## config.mk

```make
export PLATFORM = sky130hd
export DESIGN_NAME = sdclk_gen
export DESIGN_NICKNAME = d
export VERILOG_FILES = /design/src/rtl/sdclk_pkg.sv /design/src/rtl/sdclk_stable_timer.sv /design/src/rtl/sdclk_enable_ctrl.sv /design/src/rtl/sdclk_div_core.sv /design/src/rtl/sdclk_gen.sv
export SDC_FILE = /design/constraint.sdc
export NUM_CORES = 1
export LEC_CHECK = 0
export BUFFER_PORTS_ARGS = -buffer_cell sky130_fd_sc_hd__buf_2
export CAP_MARGIN = 20
export CORE_MARGIN = 2
export CORE_UTILIZATION = 50
export DETAILED_ROUTE_END_ITERATION = 12
export GPL_TIMING_DRIVEN = 0
export PLACE_DENSITY = 0.7
export SKIP_CTS_REPAIR_TIMING = 1
export SYNTH_ARGS = -nofsm -noshare
export SYNTH_HDL_FRONTEND = slang
export SYNTH_SLANG_ARGS = --single-unit
export TNS_END_PERCENT = 30
```

## constraint.sdc

```tcl
create_clock -name clk_i -period 2.7 [get_ports clk_i]
set_input_delay 0.54 -clock clk_i [delete_from_list [all_inputs] [get_ports clk_i]]
set_output_delay 0.54 -clock clk_i [all_outputs]
set_load 0.05 [all_outputs]
```

## src/rtl/sdclk_pkg.sv

```systemverilog
`timescale 1ns/1ps
package sdclk_pkg;
  localparam int HI_W = 2;
  typedef enum logic [1:0] {CLK_IDLE, CLK_DIV, CLK_BYP} clk_mode_e;
endpackage

```

## src/rtl/sdclk_stable_timer.sv

```systemverilog
`timescale 1ns/1ps
module sdclk_stable_timer #(
  parameter int STABLE_CYC = 8
) (
  input  logic clk_i,
  input  logic rst_i,
  input  logic en_i,
  output logic stable_o
);
  generate
    if (STABLE_CYC == 0) begin : g_none
      assign stable_o = en_i;
    end else begin : g_cnt
      localparam int CW = (STABLE_CYC > 1) ? $clog2(STABLE_CYC) : 1;
      localparam logic [CW-1:0] LAST = CW'(STABLE_CYC - 1);
      logic [CW-1:0] cnt_q;
      logic          stable_q;

      always_ff @(posedge clk_i) begin
        if (rst_i || !en_i) begin
          cnt_q    <= '0;
          stable_q <= 1'b0;
        end else if (!stable_q) begin
          if (cnt_q == LAST) stable_q <= 1'b1;
          else               cnt_q    <= cnt_q + 1'b1;
        end
      end

      // clears in the same cycle the enable drops
      assign stable_o = stable_q & en_i;

      assert_stable_late_R4: assert property (@(posedge clk_i) disable iff (rst_i)
        $rose(stable_q) |-> (cnt_q == LAST));
    end
  endgenerate
endmodule

```

## src/rtl/sdclk_enable_ctrl.sv

```systemverilog
`timescale 1ns/1ps
module sdclk_enable_ctrl (
  input  logic clk_i,
  input  logic rst_i,
  input  logic sd_en_i,
  input  logic card_i,
  input  logic stable_i,
  output logic run_req_o
);
  logic en_d_q;
  logic arm_q;

  always_ff @(posedge clk_i) begin
    if (rst_i) begin
      en_d_q <= 1'b0;
      arm_q  <= 1'b0;
    end else begin
      en_d_q <= sd_en_i;
      if (!card_i || !sd_en_i) arm_q <= 1'b0;
      else if (!en_d_q)        arm_q <= 1'b1;
    end
  end

  assign run_req_o = sd_en_i & card_i & arm_q & stable_i;

  assert_card_clear_R5: assert property (@(posedge clk_i) disable iff (rst_i)
    !card_i |=> !arm_q);
endmodule

```

## src/rtl/sdclk_div_core.sv

```systemverilog
`timescale 1ns/1ps
module sdclk_div_core
  import sdclk_pkg::*;
#(
  parameter int DIV_W = 10
) (
  input  logic             clk_i,
  input  logic             rst_i,
  input  logic             run_req_i,
  input  logic [DIV_W-1:0] sel_i,
  output logic             sdclk_o,
  output logic             rise_stb_o,
  output logic             fall_stb_o,
  output logic             running_o
);
  localparam logic [DIV_W-1:0] ONE = DIV_W'(1);

  logic             running_q, sdclk_q, rise_q, fall_q, gate_n_q;
  logic [DIV_W-1:0] div_q, cnt_q;
  logic             byp;
  clk_mode_e        mode;

  assign byp = (div_q == '0);

  always_comb begin
    if (!running_q) mode = CLK_IDLE;
    else if (byp)   mode = CLK_BYP;
    else            mode = CLK_DIV;
  end

  always_ff @(posedge clk_i) begin
    if (rst_i) begin
      running_q <= 1'b0;
      sdclk_q   <= 1'b0;
      rise_q    <= 1'b0;
      fall_q    <= 1'b0;
      div_q     <= '0;
      cnt_q     <= '0;
    end else begin
      rise_q <= 1'b0;
      fall_q <= 1'b0;
      case (mode)
        CLK_IDLE: begin
          if (run_req_i) begin
            running_q <= 1'b1;
            cnt_q     <= '0;
            if (!byp) begin
              sdclk_q <= 1'b1;
              rise_q  <= 1'b1;
            end
          end else begin
            div_q <= sel_i;
          end
        end
        CLK_BYP: running_q <= run_req_i;
        default: begin
          if (!sdclk_q && !run_req_i) begin
            running_q <= 1'b0;
          end else if (cnt_q == (div_q - ONE)) begin
            cnt_q   <= '0;
            sdclk_q <= ~sdclk_q;
            rise_q  <= ~sdclk_q;
            fall_q  <= sdclk_q;
          end else begin
            cnt_q <= cnt_q + ONE;
          end
        end
      endcase
    end
  end

  // gate for the pass-through path changes while the base clock is low
  always_ff @(negedge clk_i) begin
    if (rst_i) gate_n_q <= 1'b0;
    else       gate_n_q <= (mode == CLK_BYP) && run_req_i;
  end

  assign sdclk_o    = sdclk_q | (gate_n_q & clk_i);
  assign rise_stb_o = rise_q | gate_n_q;
  assign fall_stb_o = fall_q | gate_n_q;
  assign running_o  = running_q;

  assert_idle_low_R2: assert property (@(posedge clk_i) disable iff (rst_i)
    !running_q |-> !sdclk_q);
  assert_hold_sel_R3: assert property (@(posedge clk_i) disable iff (rst_i)
    running_q |-> $stable(div_q));
  assert_half_len_R1: assert property (@(posedge clk_i) disable iff (rst_i)
    (running_q && $past(running_q) && !$past(byp) && (sdclk_q != $past(sdclk_q)))
      |-> ($past(cnt_q) == ($past(div_q) - ONE)));
  assert_byp_quiet_R9: assert property (@(posedge clk_i) disable iff (rst_i)
    gate_n_q |-> !sdclk_q);
  assert_strobe_excl_R8: assert property (@(posedge clk_i) disable iff (rst_i)
    !gate_n_q |-> !(rise_stb_o && fall_stb_o));
endmodule

```

## src/rtl/sdclk_gen.sv

```systemverilog
`timescale 1ns/1ps
module sdclk_gen
  import sdclk_pkg::*;
#(
  parameter int LO_W       = 8,
  parameter int STABLE_CYC = 8
) (
  input  logic            clk_i,
  input  logic            rst_i,
  input  logic            int_clk_en_i,
  input  logic            sd_clk_en_i,
  input  logic [LO_W-1:0] div_lo_i,
  input  logic [1:0]      div_hi_i,
  input  logic            card_present_i,
  output logic            sdclk_o,
  output logic            rise_stb_o,
  output logic            fall_stb_o,
  output logic            int_clk_stable_o
);
  localparam int DIV_W = LO_W + HI_W;

  logic             stable_w, run_req_w, running_w;
  logic [DIV_W-1:0] sel_w;

  assign sel_w = {div_hi_i, div_lo_i};

  sdclk_stable_timer #(.STABLE_CYC(STABLE_CYC)) u_timer (
    .clk_i(clk_i), .rst_i(rst_i), .en_i(int_clk_en_i), .stable_o(stable_w)
  );

  sdclk_enable_ctrl u_ctrl (
    .clk_i(clk_i), .rst_i(rst_i), .sd_en_i(sd_clk_en_i), .card_i(card_present_i),
    .stable_i(stable_w), .run_req_o(run_req_w)
  );

  sdclk_div_core #(.DIV_W(DIV_W)) u_core (
    .clk_i(clk_i), .rst_i(rst_i), .run_req_i(run_req_w), .sel_i(sel_w),
    .sdclk_o(sdclk_o), .rise_stb_o(rise_stb_o), .fall_stb_o(fall_stb_o),
    .running_o(running_w)
  );

  assign int_clk_stable_o = stable_w;

  assert_start_stable_R4: assert property (@(posedge clk_i) disable iff (rst_i)
    $rose(running_w) |-> $past(stable_w));
endmodule

```

# --- After elaboration in Yosys (flattened, before gate mapping) ---
# Cells that the tools add are included.
totals:
  output_inout_bits: 4
  input_bits: 15
  regBits: 31
  word_cells: 75
op_classes:
  n_eq_ne: 6
  n_reduce_logical: 20
  n_bitwise: 14
  addsub: 3
  muxes: 21
op_table:
  columns: ["op", "count"]
  rows:
  - ["$mux 10", 3]
  - ["$pmux 10 s2", 1]
  - ["$mux 1", 12]
  - ["$add 10x1->10 const B", 1]
  - ["$eq 10x10->1", 1]
  - ["$logic_not 10->1", 1]
  - ["$sub 10x1->10 const B", 1]
  - ["$not 1->1", 6]
  - ["$pmux 1 s2", 3]
  - ["$reduce_and 2->1", 3]
  - ["$and 1x1->1", 5]
  - ["$logic_not 1->1", 5]
  - ["$reduce_and 5->1", 1]
  - ["$reduce_or 5->1", 1]
  - ["$mux 2", 2]
  - ["$ne 2x2->1 const B", 2]
  - ["$add 3x1->3 const B", 1]
  - ["$eq 3x3->1 const B", 1]
  - ["$or 1x1->1", 3]
  - ["$reduce_and 3->1", 1]
  - ["$reduce_bool 3->1", 1]
  - ["$eq 2x2->1 const B", 1]
  - ["$logic_and 1x1->1", 2]
  - ["$logic_not 2->1", 1]
  - ["other kinds (4)", 5]

# --- Longest topological paths before layout ---
# Gate-level depths: netlist of run 1.
depth:
  depth_word: 7
  ltp_mapped: 9
  mapped_depth_nobuf: 9

# --- Hierarchy ---
# Synthesis of run 1 repeated with hierarchy kept, for this count alone.
hier_totals:
  hier_cells: 207
  hier_area_um2: 1701.6
by_module_without_submodules:
  columns: ["mod", "seq_area_each_um2", "area_each_um2", "instances", "cells_each"]
  rows:
  - ["sdclk_div_core", 500.5, 1447.6, 1, 180]
  - ["sdclk_stable_timer", 80.1, 180.2, 1, 19]
  - ["sdclk_enable_ctrl", 40.0, 73.8, 1, 8]

==> results.yml, run 1 <==
drt:
  routed_wl_um: 3560
  drt_iter0_markers: 66
  drtAntennaViolNets: 0
  post_drt_wl_per_cell_um: 12.9
  vias: 1486
  drt_pass1_iterations: 4
  via_per_inst: 5.38
  drc_errors: 0
global_routing:
  grt_usage_pct: 19.7
  grt.busiest_layer: "met2"
  grt_max_degree: 11
  grt_overflow: 0
  grt_pass1_wl_um: 6200
  use_met3_pct: 6.87
  met2_usage_pct: 31.3
  met1_usage_pct: 23.7
  grt_pass1_vias: 1462
  antenna_found_initial: 0
die:
  ios: 19
  design.core.area_mm2: 0.00339
  die_y_um: 64.0
  rows: 21
  die_area_mm2: 0.00410
  start_util_pct: 53.2
  die_w_um: 64.0
timing:
  fin_ws_ns: -0.402
  slew_headroom_pct: 51.9
  final_hold_viol_count: 0
  rsz0062_at_grt: "true"
  tightest_slew_ns: 0.722
  setup_tns_ns: -1.19
  slew_viol_final: 0
  setup-violations-final: 4
  fin_skew_ns: 0.0624
yosys:
  ys_warn_count: 0
  synth_fp_nets: 222
  synth_fa_ha_area_share_pct: 3.47
  synthCells: 202
  muxShareOfSynthArea_pct: 6.11
  synth_top_family_by_area: "simple AND/OR/NAND/NOR gates"
  synth-xor-area-share_pct: 8.19
  ys_ff_latch: 31
  synthFlopType: "dfxtp_1"
  netlist_area_mm2: 0.00180
  synthSimpleGateAreaFrac_pct: 26.7
  seq_area_frac_synth_pct: 34.4
  synth_compound_area_share_pct: 16.7
  ys_types: 51
  synth_edf_count: 0
  synth.avg_cell_area_um2: 8.92
  synthArstFlopShare_pct: 0
pwr:
  p_int_mw: 0.693
  p_seq_share_pct: 51.1
  p_leak_nw: 0.904
  peakVddDrop_mv: 0.399
  swShare_pct: 26.6
  power_frac_comb_pct: 11.0
  switchingPower_mw: 0.251
  power.share.clock_pct: 37.9
  power_density_mw_per_mm2: 453
worst_hold_path:
  hp-start: "div_lo_i[7]"
  hp-class: "in -> reg"
setup_path:
  reg2reg_to: "u_core.gate_n_q$_SDFF_NP0_"
  path_depth: 2
  critical-path-max-stage-delay_ns: 0.32
  slowest_stage: "dfxtp_2"
  crit_fanout: 3
  rr_worst_depth: 4
  critPathLaunch: "u_core.gate_n_q$_SDFF_NP0_"
  reg2reg_setup_slack_ns: -0.04
  start_kind: "flop"
  crit_chain: "or2_4, buf_8"
  arrival_ns: 2.56
  crit_family: "flip-flops"
  endpoint: "fall_stb_o"
  crit_path_end_kind: "primary output"
  worst_ep_required_time_ns: 2.16
  worstSetupPathType: "reg -> out"
  crit-reg2reg-launch: "u_core.div_q[4]$_SDFFE_PP0P_"
  critPathBufInv: 1
clock_tree:
  cts_tree: "done"
  clk_pin_slew_worst_paths_ns: 0.09
  clock_latency_ns: 0.51
final_layout:
  reg.largest.list: "u_core.cnt_q x10, u_core.div_q x10, u_timer.g_cnt.cnt_q x3"
  area_delta_synth_final_pct: 15.5
  diodes: 0
  final_cell_mix: "dfxtp_1 (30), nor2_1 (20), nand2_1 (20)"
  fin_cells: 276
  final_common_cell: "dfxtp_1"
  drive_gt1_share_pct: 23.9
  layout.nets: 249
run_status:
  run_status: "finished, violations left"
  violations: "setup timing"
place:
  post-place-ws_ns: -0.229
  port_buffers: 17
  dp_hpwl_um: 2530
  gp_congestion: 0.776
  place_inst: 265
job:
  maxCapViolCount: 0
metal layers:
metal	vias to the layer above	wire (µm)
met5	-	0
met4	0	47
met3	5	129
met2	23	1610
met1	688	1770
li1	770	-
worst min-delay path, cell delays in order:
cell	delay, ns
buf_2	0.07
mux2i_1	0.05
nor2_1	0.07
cell usage after synthesis (2+ instances only):
cell / n / area, µm²
inv_1: 8 / 30.0
clkbuf_1: 5 / 18.8
nand3_1: 15 / 75.1
buf_4: 2 / 15.0
nand4_1: 4 / 25.0
o21ai_0: 3 / 15.0
and3_1: 2 / 12.5
nand2_1: 20 / 75.1
xor2_1: 7 / 61.3
mux2i_1: 11 / 110
nor2_1: 20 / 75.1
a21oi_1: 9 / 45.0
or2_2: 3 / 18.8
o311ai_2: 6 / 97.6
ha_1: 5 / 62.6
xnor2_1: 8 / 70.1
nor2b_1: 3 / 18.8
nor3_1: 7 / 35.0
o21ai_1: 2 / 10.0
dfxtp_1: 31 / 621
stage by stage:
stage	hold slack, ns	utilization, %	total power [mW]	instance area, µm²
final	0.320	61.4	0.944	2080
after global routing	0.320	61.4	0.984	2080
after CTS	0.309	59.8	0.948	2030
after detailed placement	0.413	57.4	0.596	1950
after global placement	0.386	57.4	0.595	1950
after floorplan	0.384	-	0.571	1800
area by class of cell:
cell class / instances / area (µm²)
inverter: 7 / 26.3
tap: 46 / 57.6
buffer: 9 / 50.0
clock buffer: 11 / 88.8
multi-input combinational: 154 / 1130
fill: 303 / 1310
timing repair buffer: 16 / 100
clock inverter: 2 / 7.51
sequential: 31 / 622
cell families after synthesis:
family | Yosys count
flip-flops | 31
XOR/XNOR | 16
AO/OA/AOI/OAI | 32
adder cells (fa/ha/maj) | 5
AND/OR/NAND/NOR | 90
buffers and inverters | 17
multiplexers | 11
power groups by stage:
stage	clock network (mW)	registers, mW	logic [mW]
2_1_floorplan	0.00498	0.488	0.0784
3_3_place_gp	0.00498	0.491	0.0985
3_5_place_dp	0.00498	0.491	0.0999
4_1_cts	0.367	0.481	0.100
5_1_grt	0.383	0.484	0.117
6_report	0.358	0.482	0.103
worst min-delay path by stage:
| stage | to | depth (start not counted) | slack (ns) |
|---|---|---|---|
| global route | u_core.div_q[5]$_SDFFE_PP0P_ | 3 | 0.32 |
| global placement | u_ctrl.arm_q$_SDFFE_PP0N_ | 1 | 0.39 |
| CTS | u_ctrl.arm_q$_SDFFE_PP0N_ | 3 | 0.31 |
| detailed placement | u_ctrl.arm_q$_SDFFE_PP0N_ | 1 | 0.41 |
| floorplan | u_ctrl.arm_q$_SDFFE_PP0N_ | 1 | 0.38 |
| finish | u_core.div_q[7]$_SDFFE_PP0P_ | 3 | 0.32 |
Power figures use the tool's default switching activity.
==> run 2: changes to the inputs <==
Settings changed: SYNTH_HIERARCHICAL set to 1.
==> results.yml, run 2 <==
yosys:
  ys_types: 50
  yosys.area.top_type: "dfxtp_1"
  netlist_area_mm2: 0.00170
  synthFlopType: "dfxtp_1"
  synthArstFlopShare_pct: 0
  synth_fp_nets: 226
  synth_area_leaders: "dfxtp_1 (36%), nand2_1 (6.8%), a21oi_1 (5.3%)"
  synthTopCellsByCount: "dfxtp_1 (31), nand2_1 (31), nor2_1 (22)"
  synthCells: 207
  synth_edf_count: 0
  yosysTopAreaCellShare_pct: 36.5
  ys_warn_count: 6
  synth.avg_cell_area_um2: 8.22
  seq_area_frac_synth_pct: 36.5
  ys_ff_latch: 31
job:
  maxCapViolCount: 0
setup_path:
  start_kind: "flop"
  arrival_ns: 2.54
  worst_ep_required_time_ns: 2.16
  reg2reg_setup_slack_ns: 0.08
  crit_fanout: 3
  critical-path-max-stage-delay_ns: 0.32
  crit_path_end_kind: "primary output"
  slowest_stage: "dfxtp_2"
  crit-reg2reg-launch: "u_core/div_q[5]$_SDFFE_PP0P_"
  worstSetupPathType: "reg -> out"
  critPathLaunch: "u_core/gate_n_q$_SDFF_NP0_"
  crit_chain: "or2_4, buf_8"
drt:
  via_per_inst: 5.43
  vias: 1531
  drc_errors: 0
  drt_iter0_markers: 62
  drt_pass1_iterations: 5
  drtAntennaViolNets: 0
  routed_wl_um: 3810
  post_drt_wl_per_cell_um: 13.5
worst_hold_path:
  hp-class: "in -> reg"
  hp-start: "div_lo_i[2]"
pwr:
  switchingPower_mw: 0.240
  power_density_mw_per_mm2: 490
  swShare_pct: 24.4
  p_seq_share_pct: 49.2
  p_leak_nw: 0.845
  power.share.clock_pct: 41.7
  peakVddDrop_mv: 0.297
  fin_total_pwr_mw: 0.983
  p_int_mw: 0.743
  power_frac_comb_pct: 9.1
global_routing:
  grt_pass1_vias: 1405
  antenna_found_initial: 0
  grt_usage_pct: 21.5
  grt_overflow: 0
  grt_max_degree: 11
  grt_pass1_wl_um: 6640
die:
  die_area_mm2: 0.00389
  start_util_pct: 51.4
  die_w_um: 62.3
  die_y_um: 62.3
  ios: 19
  rows: 21
  design.core.area_mm2: 0.00331
final_layout:
  drive_gt1_share_pct: 22.0
  diodes: 0
  final_common_cell: "nand2_1"
  design_area_mm2: 0.00201
  final_cell_mix: "nand2_1 (31), dfxtp_1 (28), nor2_1 (21)"
  reg.largest.list: "u_core/cnt_q x10, u_core/div_q x10, u_timer/g_cnt.cnt_q x3"
  layout.nets: 254
  fin_cells: 282
  area_delta_synth_final_pct: 18.0
  nFillCells: 339
timing:
  fin_ws_ns: -0.379
  setup_tns_ns: -1.11
  slew_viol_final: 0
  setup-violations-final: 3
  rsz0062_at_grt: "true"
  final_hold_viol_count: 0
  fin_hold_ws_ns: 0.331
  slew_headroom_pct: 60.6
  fin_skew_ns: 0.0617
  tightest_slew_ns: 0.589
place:
  dpl-instance-area_mm2: 0.00186
  dp_hpwl_um: 2630
  port_buffers: 18
  place_inst: 271
  gp_congestion: 0.799
clock_tree:
  cts_tree: "done"
  clk_pin_slew_worst_paths_ns: 0.09
  clock_latency_ns: 0.49
run_status:
  violations: "setup timing"
  run_status: "finished, violations left"
## run 2: changes by cell type in the layout (fill, tap and decap cells not counted), sizes merged, moves of 3 or more
| cell | before | now |
|---|---|---|
| mux2i | 11 | 2 |
| nand2 | 21 | 31 |
| nand4 | 5 | 1 |
| o311ai | 6 | 0 |
| nand3 | 15 | 8 |
| xnor2 | 9 | 3 |
| a21oi | 10 | 18 |
| nor4 | 2 | 5 |
| a32oi | 0 | 5 |
## run 2: power by group through the flow
stage,registers [mW],clock network (mW),logic (mW)
after global routing,0.485,0.451,0.100
after CTS,0.482,0.423,0.0875
final,0.484,0.410,0.0894
after floorplan,0.489,0.00498,0.0641
after detailed placement,0.493,0.00498,0.0862
after global placement,0.492,0.00498,0.0852
## run 2: metrics by stage
| step | setup slack (ns) | utilization (%) |
|---|---|---|
| 2_1_floorplan | 0.0105 | - |
| 3_3_place_gp | -0.0537 | 56.1 |
| 3_5_place_dp | -0.0559 | 56.1 |
| 4_1_cts | -0.499 | 59.3 |
| 5_1_grt | -0.426 | 60.7 |
| 6_report | -0.379 | 60.7 |
## run 2: critical path: cells and delay by family, from the launching register on
family	cells	cell delay, ns
flops	1	0.32
simple gates	1	0.23
buf+inv	1	0.15
## run 2: logic make-up after synthesis
kind of cell             synth area share [%]
adder cells (fa/ha/maj)                  2.94
buffers and inverters                    4.49
AO/OA/AOI/OAI                            20.1
multiplexers                             1.84
XOR/XNOR                                 6.18
flip-flops                               36.5
AND/OR/NAND/NOR                          27.9
## run 2: path summary, 6_finish.rpt
path | to | depth (start not counted)
worst min register to register | u_timer/g_cnt.cnt_q[2]$_SDFFE_PP0P_ | 2
worst max register to register | u_core/gate_n_q$_SDFF_NP0_ | 3
worst min-delay path | u_core/div_q[2]$_SDFFE_PP0P_ | 3
worst max-delay path | rise_stb_o | 2
## run 2: per-layer routing
metal	wire length (µm)	vias up	part of all wire, %	GRT usage, %
li1	-	791	-	-
met4	8	0	0.21	6.67
met3	186	2	4.9	6.70
met5	0	-	0	0
met2	1790	45	47	32.7
met1	1830	693	48	29.2
## run 2: area by class of cell
class | instances | area (µm²) | area share (%)
clock buffer | 11 | 104 | 5.17
buffer | 9 | 50.0 | 2.49
sequential | 31 | 624 | 31.1
timing repair buffer | 17 | 105 | 5.23
clock inverter | 2 | 8.76 | 0.436
inverter | 6 | 22.5 | 1.12
tap | 46 | 57.6 | 2.87
multi-input combinational | 160 | 1040 | 51.6
